[config.mk]
export PLATFORM = sky130hd
export DESIGN_NAME = smb_rx_decoder
export DESIGN_NICKNAME = d
export VERILOG_FILES = /design/src/rtl/smbrx_pkg.sv /design/src/rtl/smbrx_seq.sv /design/src/rtl/smbrx_regs.sv /design/src/rtl/smbrx_rdmux.sv /design/src/rtl/smb_rx_decoder.sv
export SDC_FILE = /design/constraint.sdc
export NUM_CORES = 1
export LEC_CHECK = 0
export ABC_CLOCK_PERIOD_IN_PS = 4720
export BUFFER_PORTS_ARGS = -buffer_cell sky130_fd_sc_hd__buf_2
export CORE_UTILIZATION = 40
export DETAILED_ROUTE_END_ITERATION = 7
export MAX_ROUTING_LAYER = met4
export PLACE_DENSITY = 0.6
export RECOVER_POWER = 50
export SLEW_MARGIN = 20
export SYNTH_ARGS = -nofsm -noshare
export SYNTH_HDL_FRONTEND = slang
export SYNTH_SLANG_ARGS = --single-unit
[constraint.sdc]
create_clock -name clk -period 4.72 [get_ports clk]
set_clock_uncertainty 0.1 [all_clocks]
set_input_delay 0.472 -clock clk [delete_from_list [all_inputs] [get_ports clk]]
set_output_delay 0.472 -clock clk [all_outputs]
set_load 0.01 [all_outputs]
[src/rtl/smbrx_pkg.sv]
// Package smbrx_pkg: shared types and constants of the SMBus target decoder.
// Assumes 8-bit bus bytes and a 7-bit address in the upper bits of an address byte.
package smbrx_pkg;

    localparam int BYTE_W = 8;
    localparam int ADDR_W = 7;

    // Address that receives host-notify messages, and the write-direction address byte for it
    localparam logic [ADDR_W-1:0] NOTIFY_ADDR = 7'h08;
    localparam logic [BYTE_W-1:0] NOTIFY_BYTE = {NOTIFY_ADDR, 1'b0};

    // Position of the decoder inside a message
    typedef enum logic [3:0] {
        ST_IDLE,
        ST_ADDR,
        ST_RSADDR,
        ST_CMD,
        ST_WDATA,
        ST_WDONE,
        ST_RD,
        ST_RDSENT,
        ST_HDEV,
        ST_HLO,
        ST_HHI,
        ST_HDONE,
        ST_IGN
    } seq_state_t;

    // One-cycle completion strobes, raised when a STOP closes a well-formed message
    typedef struct packed {
        logic wr;
        logic rd;
        logic hn;
    } commit_t;

endpackage

[src/rtl/smbrx_seq.sv]
// Module smbrx_seq: message sequencer. It follows the start/stop/byte/read events,
// decides ACK or NACK for each byte, captures the bytes of the message in progress
// and raises a commit strobe when a STOP closes a complete message.
// Assumes that at most one event strobe is high in any cycle.
module smbrx_seq
    import smbrx_pkg::*;
(
    input  logic              clk,
    input  logic              rst_n,
    input  logic              ev_start,
    input  logic              ev_stop,
    input  logic              ev_byte,
    input  logic [BYTE_W-1:0] ev_data,
    input  logic              rd_req,
    input  logic [ADDR_W-1:0] own_addr,
    output logic              ack_vld,
    output logic              ack_ok,
    output logic              rd_phase,
    output commit_t           commit,
    output logic [BYTE_W-1:0] cmd_q,
    output logic [BYTE_W-1:0] dat_q,
    output logic [BYTE_W-1:0] hdev_q,
    output logic [BYTE_W-1:0] hlo_q,
    output logic [BYTE_W-1:0] hhi_q
);

    seq_state_t        st, st_nxt;
    logic              accept;
    logic [ADDR_W-1:0] in_addr;
    logic              in_rd;
    logic              own_hit;

    assign in_addr = ev_data[BYTE_W-1:1];
    assign in_rd   = ev_data[0];
    assign own_hit = (in_addr == own_addr);

    // Next position in the message and ACK decision for the current event
    always_comb begin
        st_nxt = st;
        accept = 1'b0;
        if (ev_start) begin
            st_nxt = (st == ST_WDATA) ? ST_RSADDR : ST_ADDR;
        end else if (ev_stop) begin
            st_nxt = ST_IDLE;
        end else if (ev_byte) begin
            st_nxt = ST_IGN;
            case (st)
                ST_ADDR, ST_RSADDR: begin
                    if (ev_data == NOTIFY_BYTE) begin
                        st_nxt = ST_HDEV;
                        accept = 1'b1;
                    end else if (own_hit && !in_rd) begin
                        st_nxt = ST_CMD;
                        accept = 1'b1;
                    end else if (own_hit && in_rd && st == ST_RSADDR) begin
                        st_nxt = ST_RD;
                        accept = 1'b1;
                    end
                end
                ST_CMD:   begin st_nxt = ST_WDATA; accept = 1'b1; end
                ST_WDATA: begin st_nxt = ST_WDONE; accept = 1'b1; end
                ST_HDEV:  begin st_nxt = ST_HLO;   accept = 1'b1; end
                ST_HLO:   begin st_nxt = ST_HHI;   accept = 1'b1; end
                ST_HHI:   begin st_nxt = ST_HDONE; accept = 1'b1; end
                default:  begin st_nxt = ST_IGN;   accept = 1'b0; end
            endcase
        end else if (rd_req && st == ST_RD) begin
            st_nxt = ST_RDSENT;
        end
    end

    // Completion strobes: only a STOP in a finished state counts
    always_comb begin
        commit.wr = ev_stop && !ev_start && (st == ST_WDONE);
        commit.rd = ev_stop && !ev_start && (st == ST_RDSENT);
        commit.hn = ev_stop && !ev_start && (st == ST_HDONE);
    end

    assign rd_phase = (st == ST_RD) || (st == ST_RDSENT);

    // State register and ACK response register
    always_ff @(posedge clk) begin
        if (!rst_n) begin
            st      <= ST_IDLE;
            ack_vld <= 1'b0;
            ack_ok  <= 1'b0;
        end else begin
            st      <= st_nxt;
            ack_vld <= ev_byte;
            ack_ok  <= ev_byte && accept;
        end
    end

    // Capture of the payload bytes of the message in progress
    always_ff @(posedge clk) begin
        if (!rst_n) begin
            cmd_q  <= '0;
            dat_q  <= '0;
            hdev_q <= '0;
            hlo_q  <= '0;
            hhi_q  <= '0;
        end else if (ev_byte && !ev_start && !ev_stop) begin
            case (st)
                ST_CMD:   cmd_q  <= ev_data;
                ST_WDATA: dat_q  <= ev_data;
                ST_HDEV:  hdev_q <= ev_data;
                ST_HLO:   hlo_q  <= ev_data;
                ST_HHI:   hhi_q  <= ev_data;
                default:  ;
            endcase
        end
    end

endmodule

[src/rtl/smbrx_regs.sv]
// Module smbrx_regs: host-visible registers of the decoder. It holds the own address
// (reset to a default), the committed write and notify payloads, and the two sticky
// write-1-clear status bits.
// Assumes that commit strobes are single-cycle and that the captured bytes are stable
// in the cycle of the strobe.
module smbrx_regs
    import smbrx_pkg::*;
#(
    parameter logic [ADDR_W-1:0] DEF_ADDR = 7'h44
) (
    input  logic                clk,
    input  logic                rst_n,
    input  logic                cfg_addr_we,
    input  logic [ADDR_W-1:0]   cfg_addr,
    input  logic [1:0]          sts_clr,
    input  commit_t             commit,
    input  logic [BYTE_W-1:0]   cmd_q,
    input  logic [BYTE_W-1:0]   dat_q,
    input  logic [BYTE_W-1:0]   hdev_q,
    input  logic [BYTE_W-1:0]   hlo_q,
    input  logic [BYTE_W-1:0]   hhi_q,
    output logic [ADDR_W-1:0]   own_addr,
    output logic [BYTE_W-1:0]   rx_cmd,
    output logic [BYTE_W-1:0]   rx_data,
    output logic [BYTE_W-1:0]   hn_dev,
    output logic [2*BYTE_W-1:0] hn_data,
    output logic                sts_notify,
    output logic                sts_msg
);

    // Own address register, loaded by the host
    always_ff @(posedge clk) begin
        if (!rst_n)           own_addr <= DEF_ADDR;
        else if (cfg_addr_we) own_addr <= cfg_addr;
    end

    // Committed Byte Write payload
    always_ff @(posedge clk) begin
        if (!rst_n) begin
            rx_cmd  <= '0;
            rx_data <= '0;
        end else if (commit.wr) begin
            rx_cmd  <= cmd_q;
            rx_data <= dat_q;
        end
    end

    // Committed Host Notify payload
    always_ff @(posedge clk) begin
        if (!rst_n) begin
            hn_dev  <= '0;
            hn_data <= '0;
        end else if (commit.hn) begin
            hn_dev  <= hdev_q;
            hn_data <= {hhi_q, hlo_q};
        end
    end

    // Sticky status bits, where a set beats a clear in the same cycle
    always_ff @(posedge clk) begin
        if (!rst_n) begin
            sts_notify <= 1'b0;
            sts_msg    <= 1'b0;
        end else begin
            sts_notify <= commit.hn | (sts_notify & ~sts_clr[0]);
            sts_msg    <= commit.wr | commit.rd | (sts_msg & ~sts_clr[1]);
        end
    end

endmodule

[src/rtl/smbrx_rdmux.sv]
// Module smbrx_rdmux: response byte for Byte Read. It selects the host_state byte that
// the command byte indexes, or 8'hFF when the index is out of range or no read is open.
// Assumes that the command byte is held stable for the whole read phase.
module smbrx_rdmux
    import smbrx_pkg::*;
#(
    parameter int NREG = 4
) (
    input  logic                   clk,
    input  logic                   rst_n,
    input  logic                   rd_req,
    input  logic                   rd_phase,
    input  logic [BYTE_W-1:0]      cmd,
    input  logic [NREG*BYTE_W-1:0] host_state,
    output logic                   tx_vld,
    output logic [BYTE_W-1:0]      tx_data
);

    localparam logic [BYTE_W-1:0] FILL = '1;

    logic [NREG-1:0]   hit;
    logic [BYTE_W-1:0] masked [NREG];
    logic [BYTE_W-1:0] pick;

    // One comparator and one gated byte lane for each selectable register
    for (genvar i = 0; i < NREG; i++) begin : g_lane
        assign hit[i]    = (cmd == BYTE_W'(i));
        assign masked[i] = hit[i] ? host_state[i*BYTE_W +: BYTE_W] : '0;
    end

    // OR the gated lanes together, and fall back to the fill byte when no lane hits
    always_comb begin
        pick = (|hit) ? '0 : FILL;
        for (int k = 0; k < NREG; k++) pick = pick | masked[k];
    end

    // Response register
    always_ff @(posedge clk) begin
        if (!rst_n) begin
            tx_vld  <= 1'b0;
            tx_data <= FILL;
        end else begin
            tx_vld  <= rd_req;
            tx_data <= (rd_req && rd_phase) ? pick : FILL;
        end
    end

endmodule

[src/rtl/smb_rx_decoder.sv]
// Module smb_rx_decoder: top of the SMBus target message decoder. It connects the
// sequencer, the host-visible registers and the read-response selector.
// Assumes a front end that reports each bus event as a single-cycle strobe.
module smb_rx_decoder
    import smbrx_pkg::*;
#(
    parameter logic [6:0] DEF_ADDR = 7'h44,
    parameter int         NREG     = 4
) (
    input  logic            clk,
    input  logic            rst_n,
    input  logic            cfg_addr_we,
    input  logic [6:0]      cfg_addr,
    input  logic [1:0]      sts_clr,
    input  logic [NREG*8-1:0] host_state,
    input  logic            ev_start,
    input  logic            ev_stop,
    input  logic            ev_byte,
    input  logic [7:0]      ev_data,
    input  logic            rd_req,
    output logic [6:0]      own_addr,
    output logic            ack_vld,
    output logic            ack_ok,
    output logic            tx_vld,
    output logic [7:0]      tx_data,
    output logic [7:0]      rx_cmd,
    output logic [7:0]      rx_data,
    output logic [7:0]      hn_dev,
    output logic [15:0]     hn_data,
    output logic            sts_notify,
    output logic            sts_msg
);

    commit_t           commit;
    logic              rd_phase;
    logic [BYTE_W-1:0] cmd_q, dat_q, hdev_q, hlo_q, hhi_q;

    smbrx_seq u_seq (
        .clk      (clk),
        .rst_n    (rst_n),
        .ev_start (ev_start),
        .ev_stop  (ev_stop),
        .ev_byte  (ev_byte),
        .ev_data  (ev_data),
        .rd_req   (rd_req),
        .own_addr (own_addr),
        .ack_vld  (ack_vld),
        .ack_ok   (ack_ok),
        .rd_phase (rd_phase),
        .commit   (commit),
        .cmd_q    (cmd_q),
        .dat_q    (dat_q),
        .hdev_q   (hdev_q),
        .hlo_q    (hlo_q),
        .hhi_q    (hhi_q)
    );

    smbrx_regs #(.DEF_ADDR(DEF_ADDR)) u_regs (
        .clk         (clk),
        .rst_n       (rst_n),
        .cfg_addr_we (cfg_addr_we),
        .cfg_addr    (cfg_addr),
        .sts_clr     (sts_clr),
        .commit      (commit),
        .cmd_q       (cmd_q),
        .dat_q       (dat_q),
        .hdev_q      (hdev_q),
        .hlo_q       (hlo_q),
        .hhi_q       (hhi_q),
        .own_addr    (own_addr),
        .rx_cmd      (rx_cmd),
        .rx_data     (rx_data),
        .hn_dev      (hn_dev),
        .hn_data     (hn_data),
        .sts_notify  (sts_notify),
        .sts_msg     (sts_msg)
    );

    smbrx_rdmux #(.NREG(NREG)) u_rdmux (
        .clk        (clk),
        .rst_n      (rst_n),
        .rd_req     (rd_req),
        .rd_phase   (rd_phase),
        .cmd        (cmd_q),
        .host_state (host_state),
        .tx_vld     (tx_vld),
        .tx_data    (tx_data)
    );

endmodule

# --- After elaboration in Yosys (flattened, before gate mapping) ---
# Index checks and enable logic that the tools add are counted.
totals:
  wordCells: 92
  regBits: 104
  out_inout_bits: 60
  inputBits: 56
op_classes:
  mux: 21
  n_eq_ne: 16
  bitwise: 11
  reduce_logical: 27
op_table:
  columns: ["operator", "n"]
  rows:
  - ["two-way mux 8 bit", 5]
  - ["OR 8 bit", 4]
  - ["two-way mux 4 bit", 7]
  - ["case mux 4 bit (6 select lines)", 1]
  - ["== test 4 x 3 -> 1 bit, second input constant", 4]
  - ["== test 4 bit, second input constant", 4]
  - ["== test 8 x 2 -> 1 bit, second input constant", 2]
  - ["logical AND 1 bit", 12]
  - ["AND reduction 2 bit", 6]
  - ["== test 4 x 2 -> 1 bit, second input constant", 2]
  - ["== test 8 x 1 -> 1 bit, second input constant", 1]
  - ["== test 8 x 5 -> 1 bit, second input constant", 1]
  - ["logical NOT 8 bit", 1]
  - ["== test 7 bit", 1]
  - ["two-way mux 1 bit", 6]
  - ["OR reduction 5 bit", 1]
  - ["== test 4 x 1 -> 1 bit, second input constant", 1]
  - ["nonzero test 4 bit", 1]
  - ["OR reduction 4 bit", 1]
  - ["logical NOT 1 bit", 3]
  - ["OR 1 bit", 3]
  - ["AND 1 bit", 2]
  - ["two-way mux 2 bit", 1]
  - ["inverter 1 bit", 2]
  - ["other kinds (3)", 3]

# --- Logic depth before layout (Yosys ltp) ---
depth:
  depth_word: 11
  depth_mapped: 7

# --- Hierarchy ---
# Synthesis repeated with hierarchy kept, for this count alone.
hier_totals:
  hier_cells: 417
  area_unflattened_um2: 4480.5
by_module_without_submodules:
  columns: ["mod", "area_each_um2", "cells_per_inst", "n_inst", "seq_area_each_um2"]
  rows:
  - ["smbrx_seq", 2154.6, 227, 1, 920.9]
  - ["smbrx_regs", 1868.0, 158, 1, 980.9]
  - ["smbrx_rdmux", 457.9, 32, 1, 180.2]

# --- Least setup slack after synthesis ---
# No wires, ideal clock.
synth_path:
  path_kind: "input -> register"
  startpoint: "input port ev_data[1]"
  endpoint: "register u_seq.st[1]"
  stages: 6
  t_required_ns: 4.542
  n_path_buf: 1
  t_arrival_ns: 1.596
  setup_slack_ns: 2.946
  path_cell_list: "buf_2 xor2_1 nor4_1 nand4_1 o21a_1 nor3_1"
synth_via:
  elab_chain_cells: 10
  word_cells_on_any_way: 12
  cone_classes: "2 x eq/ne; 7 x mux; 3 x reduce/logical"
synth_rtl:
  columns: ["element", "line", "source"]
  rows:
  - ["start, declared", "smb_rx_decoder.sv:19", "input logic [7:0] ev_data,"]
  - ["== test 7 bit", "smbrx_seq.sv:35", "assign own_hit = (in_addr == own_addr);"]
  - ["logical AND 1 bit (2 in a row)", "smbrx_seq.sv:55", "end else if (own_hit && in_rd && st == ST_RSADDR) begin"]
  - ["two-way mux 4 bit", "smbrx_seq.sv:55", null]
  - ["two-way mux 4 bit", "smbrx_seq.sv:52", "end else if (own_hit && !in_rd) begin"]
  - ["two-way mux 4 bit *", "smbrx_seq.sv:49", "if (ev_data == NOTIFY_BYTE) begin"]
  - ["case mux 4 bit (6 select lines) *", "smbrx_seq.sv:47", "case (st)"]
  - ["two-way mux 4 bit *", "smbrx_seq.sv:45", "end else if (ev_byte) begin"]
  - ["two-way mux 4 bit *", "smbrx_seq.sv:43", "end else if (ev_stop) begin"]
  - ["two-way mux 4 bit *", "smbrx_seq.sv:41", "if (ev_start) begin"]
  - ["end signal, assigned", "smbrx_seq.sv:88", "st <= st_nxt;"]
  - ["end, declared", "smbrx_seq.sv:27", "seq_state_t st, st_nxt;"]
# Every way passes the cells marked *; elsewhere a longest branch is shown, timed or not.
# A chain may end at the register's enable or synchronous reset.

# --- Worst setup path in the final report ---
layout_path:
  startpoint: "register u_seq.st[3]"
  endpoint: "register u_seq.hdev_q[1]"
layout_via:
  elab_chain_cells: 2
layout_rtl:
  columns: ["element", "line", "source"]
  rows:
  - ["== test 4 bit", "smbrx_seq.sv:103", "case (st)"]
  - ["AND reduction 2 bit (no source line)", null, null]
  - ["end signal, assigned", "smbrx_seq.sv:106", "ST_HDEV: hdev_q <= ev_data;"]
  - ["end, declared", "smbrx_seq.sv:22", "output logic [BYTE_W-1:0] hdev_q,"]
# No other way between the ends.

==> flow_results.xml <==
<?xml version="1.0" encoding="UTF-8"?>
<metrics>
  <group name="clocking">
    <metric name="number_of_h_tree_levels" unit="">3</metric>
    <metric name="clk_path_buf_depth" unit="">2</metric>
    <metric name="cts_inserted_buffers" unit="">9</metric>
    <metric name="clk_latency" unit="ps">360</metric>
    <metric name="tritoncts" unit="">built</metric>
    <metric name="clkSlewWorstSetupHoldPaths" unit="ps">90</metric>
    <metric name="cts_repair_resize_count" unit="">0</metric>
    <metric name="cts_setup_buffers" unit="">0</metric>
    <metric name="clock_tree.root_cell" unit="">clkbuf_8</metric>
    <metric name="cts_hold_buffers" unit="">0</metric>
    <metric name="tritoncts_num_sinks" unit="">104</metric>
  </group>
  <group name="setup_path">
    <metric name="worst_r2r_path_depth" unit="">5</metric>
    <metric name="startpoint" unit="">u_seq.st[3]</metric>
    <metric name="critical_setup_path_class" unit="">flip-flop to flip-flop</metric>
    <metric name="worstSetupStartpointType" unit="">flip-flop</metric>
    <metric name="ff_to_ff_start" unit="">u_seq.st[3]</metric>
    <metric name="critical_path_peak_fanout" unit="">27</metric>
    <metric name="worst_setup_path_end_kind" unit="">flip-flop</metric>
    <metric name="regToRegSetupSlack" unit="ps">2200</metric>
    <metric name="timing.critical_path.arrival" unit="ps">2590</metric>
    <metric name="cp_data_required_time" unit="ps">4790</metric>
    <metric name="critical_path.reg2reg.endpoint" unit="">u_seq.hdev_q[1]</metric>
  </group>
  <group name="power">
    <metric name="comb_power_share" unit="%">6.7</metric>
    <metric name="power-per-cell-area" unit="nW/um^2">309</metric>
    <metric name="ir_worst_vdd" unit="mV">0.170</metric>
    <metric name="power_switching" unit="mW">0.373</metric>
    <metric name="p_int" unit="mW">1.18</metric>
    <metric name="power.clock.fraction" unit="%">35.9</metric>
    <metric name="sequentialPowerShare" unit="%">57.3</metric>
    <metric name="swShare" unit="%">24.0</metric>
    <metric name="design_power_total" unit="mW">1.56</metric>
    <metric name="power.leakage" unit="nW">2.07</metric>
  </group>
  <group name="synthesis">
    <metric name="postSynth.topFlopCell" unit="">dfxtp_1</metric>
    <metric name="mappedNetlistArea" unit="um^2">4320</metric>
    <metric name="asyncSetResetFlopFracSynth" unit="%">0</metric>
    <metric name="number_of_flip_flops_and_latches_in_the_synthesized_netlist" unit="">104</metric>
    <metric name="postSynthCellCount" unit="">504</metric>
    <metric name="number_of_enable_type_register_cells_in_the_synthesized_netlist" unit="">0</metric>
    <metric name="synth_sequential_area_ratio" unit="%">48.2</metric>
    <metric name="synth.net_count" unit="">560</metric>
    <metric name="synth_warnings" unit="">0</metric>
    <metric name="avgSynthCellArea" unit="um^2">8.57</metric>
    <metric name="yosys.cell_types.count" unit="">49</metric>
  </group>
  <group name="timing">
    <metric name="max_slew.worst_pin.slew" unit="ps">1710</metric>
    <metric name="setup-violations-final" unit="">0</metric>
    <metric name="rsz_0062_raised_after_global_routing" unit="">no</metric>
    <metric name="timing.slew.headroom" unit="%">-14.2</metric>
    <metric name="fmax" unit="GHz">0.397</metric>
    <metric name="report.final.slew_viol_count" unit="">88</metric>
    <metric name="layout_min_cycle_time" unit="ps">2520</metric>
    <metric name="final-hold-violation-count" unit="">0</metric>
    <metric name="period_utilisation_layout" unit="%">53.3</metric>
    <metric name="timing.setup.tns" unit="ps">0</metric>
  </group>
  <group name="floorplanning">
    <metric name="initial_utilization" unit="%">41.5</metric>
    <metric name="placement_rows" unit="">37</metric>
    <metric name="dieWidth" unit="um">106</metric>
    <metric name="die_height" unit="um">106</metric>
    <metric name="design.portCount" unit="">116</metric>
    <metric name="floorplan.die_area" unit="um^2">11200</metric>
    <metric name="core_region_area" unit="um^2">10400</metric>
  </group>
  <group name="route">
    <metric name="postRouteWirelength" unit="mm">10.7</metric>
    <metric name="detailroute.via_count" unit="">3798</metric>
    <metric name="drtAntennaViolNets" unit="">0</metric>
    <metric name="average_wire_per_cell_in_the_routed_design" unit="um">14.6</metric>
    <metric name="detail_route.first_pass.iterations" unit="">5</metric>
    <metric name="post_drt_via_cell_ratio" unit="">5.18</metric>
    <metric name="detailedRoute.firstIterationViolations" unit="">205</metric>
    <metric name="route.detailed.drc" unit="">0</metric>
  </group>
  <group name="place">
    <metric name="dp.final_hpwl" unit="mm">7.56</metric>
    <metric name="gp_congestion" unit="">0.935</metric>
    <metric name="port_buffers" unit="">115</metric>
  </group>
  <group name="cells_and_area">
    <metric name="antenna-diode-count" unit="">0</metric>
    <metric name="final_stage_net_count" unit="">649</metric>
    <metric name="drive_above_1_share" unit="%">14.6</metric>
    <metric name="synthToLayoutAreaGrowth" unit="%">16.4</metric>
    <metric name="mostFrequentLayoutCells" unit="">nand2_1, dfxtp_1, clkbuf_1, a21oi_1, buf_2</metric>
    <metric name="final_common_cell" unit="">nand2_1</metric>
  </group>
  <group name="worst_hold_path">
    <metric name="holdPathEnd" unit="">u_rdmux.tx_data[0]</metric>
    <metric name="whs_path_depth" unit="">3</metric>
    <metric name="timing.hold.worst.start" unit="">host_state[0]</metric>
    <metric name="path_class_of_the_lowest_slack_min_delay_path" unit="">input pin to flip-flop</metric>
  </group>
  <group name="global_routing">
    <metric name="global_route.usage.total" unit="%">20.5</metric>
    <metric name="grt_first_pass_wirelength" unit="mm">17.5</metric>
    <metric name="congestion_overflow_gr" unit="">0</metric>
    <metric name="grt_start_max_net_pins" unit="">88</metric>
    <metric name="vias_in_the_first_global_route" unit="">3566</metric>
    <metric name="initial_antenna_violation_count" unit="">0</metric>
  </group>
  <group name="run">
    <metric name="cap_violations" unit="">1</metric>
  </group>
  <group name="status">
    <metric name="result_of_the_run" unit="">finished, violations left</metric>
    <metric name="violations" unit="">max-capacitance violations, max-slew violations</metric>
  </group>
</metrics>
how the worst max path moves through the flow:
| stage | cells after the start | slack [ps] | endpoint |
|---|---|---|---|
| after floorplan | 6 | 2950 | u_seq.st[1] |
| after global placement | 6 | 2190 | u_seq.hdev_q[0] |
| after detailed placement | 6 | 2070 | u_seq.hdev_q[2] |
| after CTS | 5 | 2290 | u_seq.hdev_q[2] |
| after global routing | 5 | 1910 | u_seq.hlo_q[2] |
| final | 5 | 2200 | u_seq.hdev_q[1] |
state kept, by name (all words and copies together), names as in the netlist:
| signal | count |
|---|---|
| u_regs.rx_data | 8 |
| u_regs.sts_notify | 1 |
| u_seq.ack_ok | 1 |
| u_seq.hdev_q | 8 |
| u_regs.hn_dev | 8 |
| u_regs.own_addr | 7 |
| u_seq.cmd_q | 8 |
| u_rdmux.tx_vld | 1 |
| u_seq.hhi_q | 8 |
| u_seq.hlo_q | 8 |
| u_seq.dat_q | 8 |
| u_rdmux.tx_data | 8 |
| u_seq.ack_vld | 1 |
| u_seq.st | 4 |
| u_regs.rx_cmd | 8 |
| u_regs.sts_msg | 1 |
| u_regs.hn_data | 16 |
layer usage:
metal	global-route usage [%]	up-vias	share of wire (%)
li1	-	1879	-
met1	27.3	1759	47
met2	31.0	148	46
met3	3.86	12	6.0
met4	7.24	0	1.5
met5	-	-	0
cell families (layout without fill, tap and decap cells):
logic type	Yosys count	in the layout	share of synthesized area, %
AO/OA/AOI/OAI	85	85	12.4
XOR/XNOR	8	8	1.62
buffers and inverters	46	139	4.55
flip-flops	104	104	48.2
multiplexers	43	43	10.3
AND/OR/NAND/NOR	218	218	22.9
final cells by class:
| cell class | instances | area [um^2] |
|---|---|---|
| clock buffer | 11 | 141 |
| clock inverter | 4 | 55.1 |
| fill | 1041 | 5390 |
| inverter | 7 | 26.3 |
| multi-input combinational | 354 | 2040 |
| sequential | 104 | 2080 |
| tap | 136 | 170 |
| timing repair buffer | 117 | 512 |
power by group through the flow:
stage	combinational [mW]	sequential (mW)	clock, mW
after floorplan	0.0630	0.910	0
after global placement	0.104	0.912	0
after detailed placement	0.106	0.912	0
after CTS	0.106	0.892	0.572
after global routing	0.115	0.894	0.612
final	0.105	0.892	0.559
synthesized netlist by cell type, drive strengths merged, types with 2 or more instances:
cell    number  area, um^2
nand2b       4        25.0
buf         13        72.6
nor2b        6        37.5
a31oi        2        12.5
nor4         3        33.8
a21oi       56         280
or3          3        18.8
a221oi       7         105
dfxtp      104        2080
nor2        44         168
o22ai        4        25.0
nand4        5        37.5
nor3         3        25.0
nor3b        3        22.5
clkbuf      26        97.6
mux2i       39         390
o21a         2        15.0
and3         4        25.0
xnor2        2        17.5
o21ai        5        25.0
and2         3        18.8
mux2         3        33.8
inv          7        26.3
nand2      108         408
xor2         6        52.6
nand3       29         145
through the flow:
stage | utilization, % | instances | instance area, um^2 | worst slack [ps] | hold slack [ps]
3_5_place_dp | 47.2 | 718 | 4910 | 2070 | 345
4_1_cts | 49.0 | 733 | 5110 | 2290 | 181
5_1_grt | 48.3 | 733 | 5030 | 1910 | 190
2_1_floorplan | - | 504 | 4320 | 2950 | 332
3_3_place_gp | 47.2 | 718 | 4910 | 2190 | 344
6_report | 48.3 | 733 | 5030 | 2200 | 194
critical path, stage by stage, from the launching register on:
cell and delay, ps:
dfxtp_1 590, nor2b_1 250, and3_1 760, nand2_1 390
nand2_1 160, a21oi_1 80
No activity file was read; power rests on OpenSTA's default activity.
